**src/rtl/va_xlate_pkg.sv**
```systemverilog
package va_xlate_pkg;
  localparam int VA_W  = 32;
  localparam int OFF_W = 12;
  localparam int VPN_W = VA_W - OFF_W;

  typedef enum logic [1:0] {
    EXC_NONE = 2'd0,
    EXC_MISS = 2'd1,
    EXC_PERM = 2'd2,
    EXC_PRIV = 2'd3
  } exc_e;

  typedef enum logic [1:0] {
    ACC_RD  = 2'd0,
    ACC_WR  = 2'd1,
    ACC_EX  = 2'd2,
    ACC_RSV = 2'd3
  } acc_e;

  typedef enum logic [1:0] {
    PART_USER,
    PART_KMAP,
    PART_KDIR,
    PART_IO
  } part_e;
endpackage

```
**src/rtl/va_xlate_part.sv**
```systemverilog
module va_xlate_part
  import va_xlate_pkg::*;
(
  input  logic [2:0] top_i,
  output part_e      part_o,
  output logic       bypass_o,
  output logic       priv_only_o,
  output logic       fixed_cache_o
);
  always_comb begin
    case (top_i)
      3'b111:         part_o = PART_IO;
      3'b110:         part_o = PART_KDIR;
      3'b100, 3'b101: part_o = PART_KMAP;
      default:        part_o = PART_USER;
    endcase
  end

  assign bypass_o      = (part_o == PART_IO) || (part_o == PART_KDIR);
  assign priv_only_o   = (part_o != PART_USER);
  assign fixed_cache_o = (part_o == PART_KDIR);
endmodule

```
**src/rtl/va_xlate_tlb.sv**
```systemverilog
module va_xlate_tlb
  import va_xlate_pkg::*;
#(
  parameter int ENTRIES = 16,
  parameter int PID_W   = 8,
  parameter int PFN_W   = 20,
  localparam int IDX_W  = $clog2(ENTRIES)
) (
  input  logic             clk_i,
  input  logic             rst_ni,
  input  logic             wr_en_i,
  input  logic [IDX_W-1:0] wr_idx_i,
  input  logic             wr_valid_i,
  input  logic [VPN_W-1:0] wr_vpn_i,
  input  logic [PID_W-1:0] wr_pid_i,
  input  logic [PFN_W-1:0] wr_pfn_i,
  input  logic [2:0]       wr_perm_i,
  input  logic             wr_cache_i,
  input  logic [VPN_W-1:0] lk_vpn_i,
  input  logic [PID_W-1:0] lk_pid_i,
  output logic             hit_o,
  output logic [PFN_W-1:0] pfn_o,
  output logic [2:0]       perm_o,
  output logic             cache_o
);
  typedef struct packed {
    logic             valid;
    logic [VPN_W-1:0] vpn;
    logic [PID_W-1:0] pid;
    logic [PFN_W-1:0] pfn;
    logic [2:0]       perm;
    logic             cache;
  } entry_t;

  entry_t             ent_q [ENTRIES];
  logic [ENTRIES-1:0] match_vec;
  logic [IDX_W-1:0]   sel;

  for (genvar i = 0; i < ENTRIES; i++) begin : g_ent
    always_ff @(posedge clk_i or negedge rst_ni) begin
      if (!rst_ni) begin
        ent_q[i] <= '0;
      end else if (wr_en_i && (wr_idx_i == IDX_W'(i))) begin
        ent_q[i] <= '{valid: wr_valid_i, vpn: wr_vpn_i, pid: wr_pid_i,
                      pfn: wr_pfn_i, perm: wr_perm_i, cache: wr_cache_i};
      end
    end
    assign match_vec[i] = ent_q[i].valid && (ent_q[i].vpn == lk_vpn_i) &&
                          (ent_q[i].pid == lk_pid_i);
  end

  // lowest index wins
  always_comb begin
    sel = '0;
    for (int i = ENTRIES - 1; i >= 0; i--) begin
      if (match_vec[i]) sel = IDX_W'(i);
    end
  end

  assign hit_o   = |match_vec;
  assign pfn_o   = ent_q[sel].pfn;
  assign perm_o  = ent_q[sel].perm;
  assign cache_o = ent_q[sel].cache;


  tlb_write_chk: assert property (@(posedge clk_i) disable iff (!rst_ni)
    wr_en_i |=> (ent_q[$past(wr_idx_i)].valid == $past(wr_valid_i)));


  lowest_hit_chk: assert property (@(posedge clk_i) disable iff (!rst_ni)
    hit_o |-> ((match_vec & ((ENTRIES'(1) << sel) - ENTRIES'(1))) == '0));
endmodule

```
**src/rtl/va_xlate.sv**
```systemverilog
module va_xlate
  import va_xlate_pkg::*;
#(
  parameter int ENTRIES = 16,
  parameter int PID_W   = 8,
  parameter int PFN_W   = 20,
  localparam int IDX_W  = $clog2(ENTRIES),
  localparam int PA_W   = PFN_W + OFF_W
) (
  input  logic             clk_i,
  input  logic             rst_ni,
  input  logic [VA_W-1:0]  va_i,
  input  logic [PID_W-1:0] pid_i,
  input  logic [1:0]       acc_i,
  input  logic             user_i,
  input  logic             tlb_we_i,
  input  logic [IDX_W-1:0] tlb_idx_i,
  input  logic             tlb_valid_i,
  input  logic [VPN_W-1:0] tlb_vpn_i,
  input  logic [PID_W-1:0] tlb_pid_i,
  input  logic [PFN_W-1:0] tlb_pfn_i,
  input  logic [2:0]       tlb_perm_i,
  input  logic             tlb_cache_i,
  output logic [PA_W-1:0]  pa_o,
  output logic             cacheable_o,
  output logic [1:0]       exc_o
);
  part_e            part;
  logic             bypass, priv_only, fixed_cache;
  logic             hit, ent_cache, allowed;
  logic [PFN_W-1:0] ent_pfn;
  logic [2:0]       ent_perm;
  exc_e             exc;

  va_xlate_part u_part (
    .top_i         (va_i[VA_W-1 -: 3]),
    .part_o        (part),
    .bypass_o      (bypass),
    .priv_only_o   (priv_only),
    .fixed_cache_o (fixed_cache)
  );

  va_xlate_tlb #(
    .ENTRIES (ENTRIES),
    .PID_W   (PID_W),
    .PFN_W   (PFN_W)
  ) u_tlb (
    .clk_i      (clk_i),
    .rst_ni     (rst_ni),
    .wr_en_i    (tlb_we_i),
    .wr_idx_i   (tlb_idx_i),
    .wr_valid_i (tlb_valid_i),
    .wr_vpn_i   (tlb_vpn_i),
    .wr_pid_i   (tlb_pid_i),
    .wr_pfn_i   (tlb_pfn_i),
    .wr_perm_i  (tlb_perm_i),
    .wr_cache_i (tlb_cache_i),
    .lk_vpn_i   (va_i[VA_W-1:OFF_W]),
    .lk_pid_i   (pid_i),
    .hit_o      (hit),
    .pfn_o      (ent_pfn),
    .perm_o     (ent_perm),
    .cache_o    (ent_cache)
  );

  always_comb begin
    case (acc_e'(acc_i))
      ACC_RD:  allowed = ent_perm[0];
      ACC_WR:  allowed = ent_perm[1];
      ACC_EX:  allowed = ent_perm[2];
      default: allowed = 1'b0;
    endcase
  end

  always_comb begin
    exc         = EXC_NONE;
    pa_o        = '0;
    cacheable_o = 1'b0;
    if (user_i && priv_only) begin
      exc = EXC_PRIV;
    end else if (bypass) begin
      pa_o        = PA_W'(va_i[VA_W-4:0]);
      cacheable_o = fixed_cache;
    end else if (!hit) begin
      exc = EXC_MISS;
    end else if (!allowed) begin
      exc = EXC_PERM;
    end else begin
      pa_o        = {ent_pfn, va_i[OFF_W-1:0]};
      cacheable_o = ent_cache;
    end
  end

  assign exc_o = exc;


  offset_keep_chk: assert property (@(posedge clk_i) disable iff (!rst_ni)
    (exc_o == EXC_NONE) |-> (pa_o[OFF_W-1:0] == va_i[OFF_W-1:0]));


  exc_quiet_chk: assert property (@(posedge clk_i) disable iff (!rst_ni)
    (exc_o != EXC_NONE) |-> ((pa_o == '0) && !cacheable_o));


  io_window_chk: assert property (@(posedge clk_i) disable iff (!rst_ni)
    ((va_i[31:29] == 3'b111) && !user_i) |->
      ((exc_o == EXC_NONE) && !cacheable_o && (pa_o == PA_W'(va_i[28:0]))));


  kdir_window_chk: assert property (@(posedge clk_i) disable iff (!rst_ni)
    ((va_i[31:29] == 3'b110) && !user_i) |->
      ((exc_o == EXC_NONE) && cacheable_o && (pa_o == PA_W'(va_i[28:0]))));


  user_priv_chk: assert property (@(posedge clk_i) disable iff (!rst_ni)
    (user_i && va_i[31]) |-> (exc_o == EXC_PRIV));
endmodule

```
**config.mk**
```make
export PLATFORM = sky130hd
export DESIGN_NAME = va_xlate
export DESIGN_NICKNAME = d
export VERILOG_FILES = /design/src/rtl/va_xlate_pkg.sv /design/src/rtl/va_xlate_part.sv /design/src/rtl/va_xlate_tlb.sv /design/src/rtl/va_xlate.sv
export SDC_FILE = /design/constraint.sdc
export NUM_CORES = 2
export LEC_CHECK = 0
export ABC_AREA = 1
export BUFFER_PORTS_ARGS = -buffer_cell sky130_fd_sc_hd__buf_2
export CAP_MARGIN = 10
export CORE_ASPECT_RATIO = 0.8
export CORE_MARGIN = 10
export CORE_UTILIZATION = 39
export CTS_CLUSTER_DIAMETER = 60
export CTS_CLUSTER_SIZE = 30
export DETAILED_ROUTE_END_ITERATION = 16
export PLACE_DENSITY_LB_ADDON = 0.15
export SYNTH_ARGS = -nofsm -noshare
export SYNTH_HDL_FRONTEND = slang
export SYNTH_SLANG_ARGS = --single-unit
```
**constraint.sdc**
```tcl
create_clock -name clk_i -period 3.7 [get_ports clk_i]
set_clock_uncertainty 0.15 [all_clocks]
set_input_delay 0.37 -clock clk_i [delete_from_list [all_inputs] [get_ports clk_i]]
set_output_delay 0.37 -clock clk_i [all_outputs]
set_load 0.01 [all_outputs]
```
-- After elaboration in Yosys (flattened, before gate mapping)
Cells that the tools add are included.
- reduce and logical (&&, ||, !) cells: 55
- equality and inequality tests: 55
- muxes and demuxes: 33
- order comparisons: 1
- bitwise operators: 1
- operators with widths (kind ; count):
    20-bit == test ; 16
    53-bit binary-select mux with 4-bit select ; 1
    8-bit == test ; 16
    32-bit 2-to-1 mux ; 4
    4-bit 2-to-1 mux ; 16
    1-bit logical AND ; 49
    24-bit 2-to-1 mux ; 2
    4-bit == test, second input constant ; 8
    4-bit by 3-bit == test with 1-bit output, second input constant ; 4
    16-bit OR reduction ; 1
    3-bit == test, second input constant ; 4
    4-bit by 2-bit == test with 1-bit output, second input constant ; 2
    2-bit 2-to-1 mux ; 4
    2-bit == test, second input constant ; 3
    2-bit case mux with 3 select lines ; 1
    5-bit greater-or-equal comparator, second input constant ; 1
    4-bit NOT with 5-bit output ; 1
    4-bit by 1-bit == test with 1-bit output, second input constant ; 1
    4-bit logical NOT ; 1
    1-bit 2-to-1 mux ; 4
    1-bit case mux with 3 select lines ; 1
    2-bit by 1-bit == test with 1-bit output, second input constant ; 1
    2-bit logical NOT ; 1
    2-bit nonzero test ; 1
    2 further kinds ; 2
- input port bits: 103
- output and inout bits: 35
- word-level logic and storage cells: 241
- register bits after elaboration: 848

-- Longest topological paths before layout
- depth after elaboration: 28
- depth in mapped cells: 38
- depth with buffers taken out: 35

-- Cells and area by module
A second synthesis with hierarchy kept.
- cell total of the unflattened synthesis: 5197
- area total of the unflattened synthesis: 41159.5 um^2
- by module, submodules not included (module ; times used ; area an instance (um^2) ; sequential area each (um^2) ; cells each):
    va_xlate_tlb ; 1 ; 40555.1 ; 21220.4 ; 5078
    va_xlate ; 1 ; 566.8 ; 0.0 ; 110
    va_xlate_part ; 1 ; 37.5 ; 0.0 ; 9

-- Least setup slack after synthesis
OpenSTA, ideal clock, no wires.
- path type: input port to output port
- start point: input va_i[14]
- end point: output pa_o[30]
- data required time: 3180 ps
- cell stages on the path: 20
- slack: 49 ps
- arrival time: 3131 ps
- cell sequence: buf_4 -> buf_2 -> xor2_1 -> or4_1 -> nor3_1 -> nand4_1 -> nand2_1 -> nand2_1 -> nand2_2 -> nand2_4 -> nand2_4 -> buf_6 -> buf_6 -> buf_6 -> buf_6 -> o211ai_1 -> o21ai_1 -> nand2_1 -> a32o_1 -> nor2_1
- longest elaborated chain between the ends: 28
- elaborated cells on any way between the ends: 74
- ends and longest elaborated chain (element ; line ; RTL):
    start, declared ; va_xlate.sv:12 ; input logic [VA_W-1:0] va_i,
    20-bit == test ; va_xlate_tlb.sv:48 ; assign match_vec[i] = ent_q[i].valid && (ent_q[i].vpn == lk_vpn_i) &&
    1-bit logical AND (2 in a row) ; va_xlate_tlb.sv:48 ;
    4-bit 2-to-1 mux (16 in a row) ; va_xlate_tlb.sv:56 ; if (match_vec[i]) sel = IDX_W'(i);
    4-bit NOT with 5-bit output (not written as such) ; va_xlate_tlb.sv:61, va_xlate_tlb.sv:62 ;
    53-bit binary-select mux with 4-bit select ; va_xlate_tlb.sv:61, va_xlate_tlb.sv:62 ;
    24-bit 2-to-1 mux (not written as such) (2 in a row) ; va_xlate_tlb.sv:61 ; assign pfn_o = ent_q[sel].pfn;
    1-bit case mux with 3 select lines ; va_xlate.sv:67 ; case (acc_e'(acc_i))
    32-bit 2-to-1 mux ; va_xlate.sv:86 ; end else if (!allowed) begin
    32-bit 2-to-1 mux (*) ; va_xlate.sv:84 ; end else if (!hit) begin
    32-bit 2-to-1 mux (*) ; va_xlate.sv:81 ; end else if (bypass) begin
    32-bit 2-to-1 mux (*) ; va_xlate.sv:79 ; if (user_i && priv_only) begin
    end, declared ; va_xlate.sv:24 ; output logic [PA_W-1:0] pa_o,
Every way passes the cells marked *; elsewhere a longest branch is shown, timed or not. The select of a mux whose other input is x is not followed.

-- Worst setup path in the final report
- start point: register u_tlb.ent_q[210] in the netlist's numbering
- end point: output pa_o[23]
- longest elaborated chain between the ends: 25
- elaborated cells on any way between the ends: 26
- ends and longest elaborated chain (element ; line ; RTL):
    start, declared ; va_xlate_tlb.sv:35 ; entry_t ent_q [ENTRIES];
    start signal, assigned by index ; va_xlate_tlb.sv:44 ; ent_q[i] <= '{valid: wr_valid_i, vpn: wr_vpn_i, pid: wr_pid_i,
    20-bit == test (*) ; va_xlate_tlb.sv:48 ;
    1-bit logical AND (*) (2 in a row) ; va_xlate_tlb.sv:48 ;
    4-bit 2-to-1 mux (13 in a row) ; va_xlate_tlb.sv:56 ;
    4-bit NOT with 5-bit output (not written as such) ; va_xlate_tlb.sv:61, va_xlate_tlb.sv:62 ;
    53-bit binary-select mux with 4-bit select ; va_xlate_tlb.sv:61, va_xlate_tlb.sv:62 ;
    24-bit 2-to-1 mux (not written as such) (2 in a row) ; va_xlate_tlb.sv:61 ;
    1-bit case mux with 3 select lines ; va_xlate.sv:67 ;
    32-bit 2-to-1 mux ; va_xlate.sv:86 ;
    32-bit 2-to-1 mux (*) ; va_xlate.sv:84 ;
    32-bit 2-to-1 mux (*) ; va_xlate.sv:81 ;
    32-bit 2-to-1 mux (*) ; va_xlate.sv:79 ;
Marked as above.

==> metrics <==
Min Clock Period, post-route ~5.0 ns; area post-placement approximately 47000 um2; Lkg Pwr 23.40 nW; syn_nets about 5200; layout cells sized above 1 0.1656; starting DRC count in detailed routing 5290; vias per inst between 5 and 6; crit-path max cell delay 0.41 ns; Final Core Density 0.4812; post-synth cell types 48; max-cap check violation count 0; critical path peak fanout 7; wirelength, routed 167900 um; Hold/Removal Path Class in -> reg; IO Pins about 140; total grt overflow 0; number of diodes 0; max reg flops 848; top flop regs u_tlb.ent_q: 848 flops; Die Ht a little over 300 um; hpwl dp approximately 110000 um; Tot GR Track Use 0.2769; critical path arrival 4.47 ns; Worst-path clk slew ~0.090 ns; Top reg by flops u_tlb.ent_q; worst-skew pair later-pin latency between 0.6 and 0.7 ns; FP Rows about 110; Power Density 536.1 nW/um2; Syn Area/Cell around 8.0 um2; crit end category output pin; Worst setup SP type register; Worst VDD drop around 0.32 mV; post-synthesis cell area between 40000 and 50000 um2; drt first pass iters 6; clock sink total approximately 850; Mapped Cells a little over 5000; H-tree Lvls 3; vias in the first global route 35398; WL per Instance ~24 um; Layout Area Growth over Synthesis 22.56%; Num CTS Buffers between 60 and 70; Final nets ~5600; Initial Util 0.3927; initial antenna violation count 7; Synth Register Bits roughly 850; largest net degree at the start of global routing 107; post-route setup slack -1.286 ns; TritonCTS clock tree yes; Die X 382.7 um; # setup viols final 35; max-slew violation count 0; Final Cell Area slightly above 50000 um2; Final Hold Viols 0; vias 38438; Post-synth EDFFs 0; Fin Hold WS 0.09903 ns; fin crit share 1.348; Main synth FF type dfrtp_1; Worst EP required roughly 3.2 ns; status finished with violations; core footprint 104500 um2; critical path class reg -> out; FILL cells slightly above 10000; Max Fclk roughly 200 MHz; Crit path top cell by count nand2_1; unrepaired setup endpoints after global routing yes; Post-synth ARST share 1.000; first-pass GRT wire length between 200000 and 250000 um; IO buf count between 100 and 150; DR DRC count 0; slowest stage cell, crit path dfrtp_1; Seq/Total Area, Yosys 0.5171; Die ar. approximately 120000 um2; Worst-Margin Slew around 1.1 ns; failing checks negative setup slack; Max-Slew Margin vs Limit 0.2414; CTS Buffer Depth 3; Root Driver clkbuf_16; synth warn 0; GP Congestion 0.9814; antenna-violating nets left 0
layout make-up:
type	instances	area, um2	share of cell area
Multi-Input combinational cell	3496	17010	0.3381
Sequential cell	848	21220	0.4219
Tap cell	1404	1757	0.03493
Inverter	389	1466	0.02916
Clock inverter	47	609.3	0.01212
Timing Repair Buffer	715	6379	0.1268
Clock buffer	79	1856	0.03689
worst max-delay path, delay by kind of cell, from the launching register on:
kind            cells  cell delay, ns
simple gates       24            2.14
buf+inv             6            0.81
compound gates      3            0.39
flops               1            0.41
report_power, final:
group          total [mW]  leakage (nW)  internal, mW  switching (mW)
clock network        8.27          1.19          4.17            4.10
logic                6.15          11.9          2.58            3.56
registers            12.5          10.3          11.3            1.24
total                27.0          23.4          18.1            8.91
cells by family after synthesis:
| group | Yosys count | synth area share |
|---|---|---|
| DFF | 848 | 0.5171 |
| and+or+nand+nor | 1962 | 0.1968 |
| buffers and inverters | 774 | 0.07982 |
| AOI/OAI and AO/OA | 1424 | 0.1828 |
| xor gates and xnor gates | 110 | 0.02348 |
per-layer routing:
metal / global-route usage / up-vias / share of wire / wire [um]
li1: - / 17634 / - / -
met1: 0.4260 / 18629 / 0.46 / 77600
met2: 0.3761 / 1953 / 0.39 / 66290
met3: 0.08437 / 222 / 0.12 / 20710
met4: 0.05446 / 0 / 0.020 / 3288
met5: 0 / - / 0 / 0
placed cells by master, fill, tap and decap left out, types with 11 or more instances in the layout:
| cell | Yosys | routed |
|---|---|---|
| buf_12 | 0 | 73 |
| nor2_4 | 1 | 12 |
| dfrtp_1 | 848 | 847 |
| xnor2_1 | 67 | 67 |
| nand2_2 | 2 | 25 |
| buf_6 | 25 | 22 |
| a221oi_1 | 21 | 20 |
| a22o_1 | 17 | 17 |
| dlygate4sd3_1 | 0 | 53 |
| inv_6 | 0 | 11 |
| clkbuf_16 | 0 | 74 |
| nor2_1 | 367 | 347 |
| nand2_1 | 1236 | 1209 |
| xor2_1 | 43 | 42 |
| buf_4 | 22 | 431 |
| o21ai_0 | 871 | 825 |
| or2_1 | 8 | 11 |
| nand4_1 | 56 | 56 |
| nor2_2 | 10 | 19 |
| nor4_1 | 35 | 33 |
| nand3_1 | 189 | 184 |
| inv_2 | 20 | 20 |
| buf_2 | 75 | 124 |
| a21oi_1 | 329 | 321 |
| o22ai_1 | 127 | 125 |
| o21ai_1 | 37 | 71 |
| inv_1 | 367 | 365 |
synth_stat cells (5+ instances only):
master,instances,area (um2)
nand2_1,1236,4639
o21ai_0,871,4359
dfrtp_1,848,21220
inv_1,367,1378
nor2_1,367,1378
a21oi_1,329,1647
clkbuf_1,230,863.3
nand3_1,189,945.9
o22ai_1,127,794.5
buf_2,75,375.4
xnor2_1,67,586.8
nand4_1,56,350.3
xor2_1,43,376.6
o21ai_1,37,185.2
nor4_1,35,219.0
buf_1,30,112.6
buf_6,25,281.5
buf_4,22,165.2
a221oi_1,21,183.9
inv_2,20,75.07
a22o_1,17,148.9
nor2_2,10,62.56
nor3_1,10,50.05
or2_0,10,62.56
o211ai_1,8,60.06
or2_1,8,50.05
or4_1,8,60.06
and3_1,7,43.79
or2_2,7,43.79
nand3b_1,6,45.04
o2111ai_1,5,43.79
per-stage QoR:
step	total power [mW]	setup TNS [ns]	std cells	setup WS [ns]
floorplan	15.68	0	5118	0.04884
global placement	18.34	-34.00	6777	-1.112
detailed placement	18.45	-34.28	6777	-1.127
CTS	26.87	-38.83	6968	-1.210
global route	28.37	-53.85	6978	-1.644
finish	26.97	-41.16	6978	-1.286
final timing paths:
path | depth (start not counted) | from | to | slack (ns)
worst max-delay path | 33 | u_tlb.ent_q[210] | pa_o[23] | -1.29
worst min register to register | 2 | u_tlb.ent_q[642] | u_tlb.ent_q[642] | 0.33
min in group asynchronous | 2 | rst_ni | u_tlb.ent_q[99] | 0.15
worst min-delay path | 3 | tlb_we_i | u_tlb.ent_q[375] | 0.1
max in group asynchronous | 4 | rst_ni | u_tlb.ent_q[591] | 2.17
worst max register to register | 3 | u_tlb.ent_q[317] | u_tlb.ent_q[317] | 2.53
what timing repair did:
| item | in CTS | in global routing |
|---|---|---|
| hold endpoints to repair | 286 | 0 |
| buffers inserted | 8 | 6 |
| cloned | 4 | 5 |
| hold buffers | 53 | 0 |
| endpoints found under the setup margin | 35 | 35 |
| pin swaps | 31 | 27 |
| resized for setup | 118 | 48 |
Power figures use the tool's default switching activity.
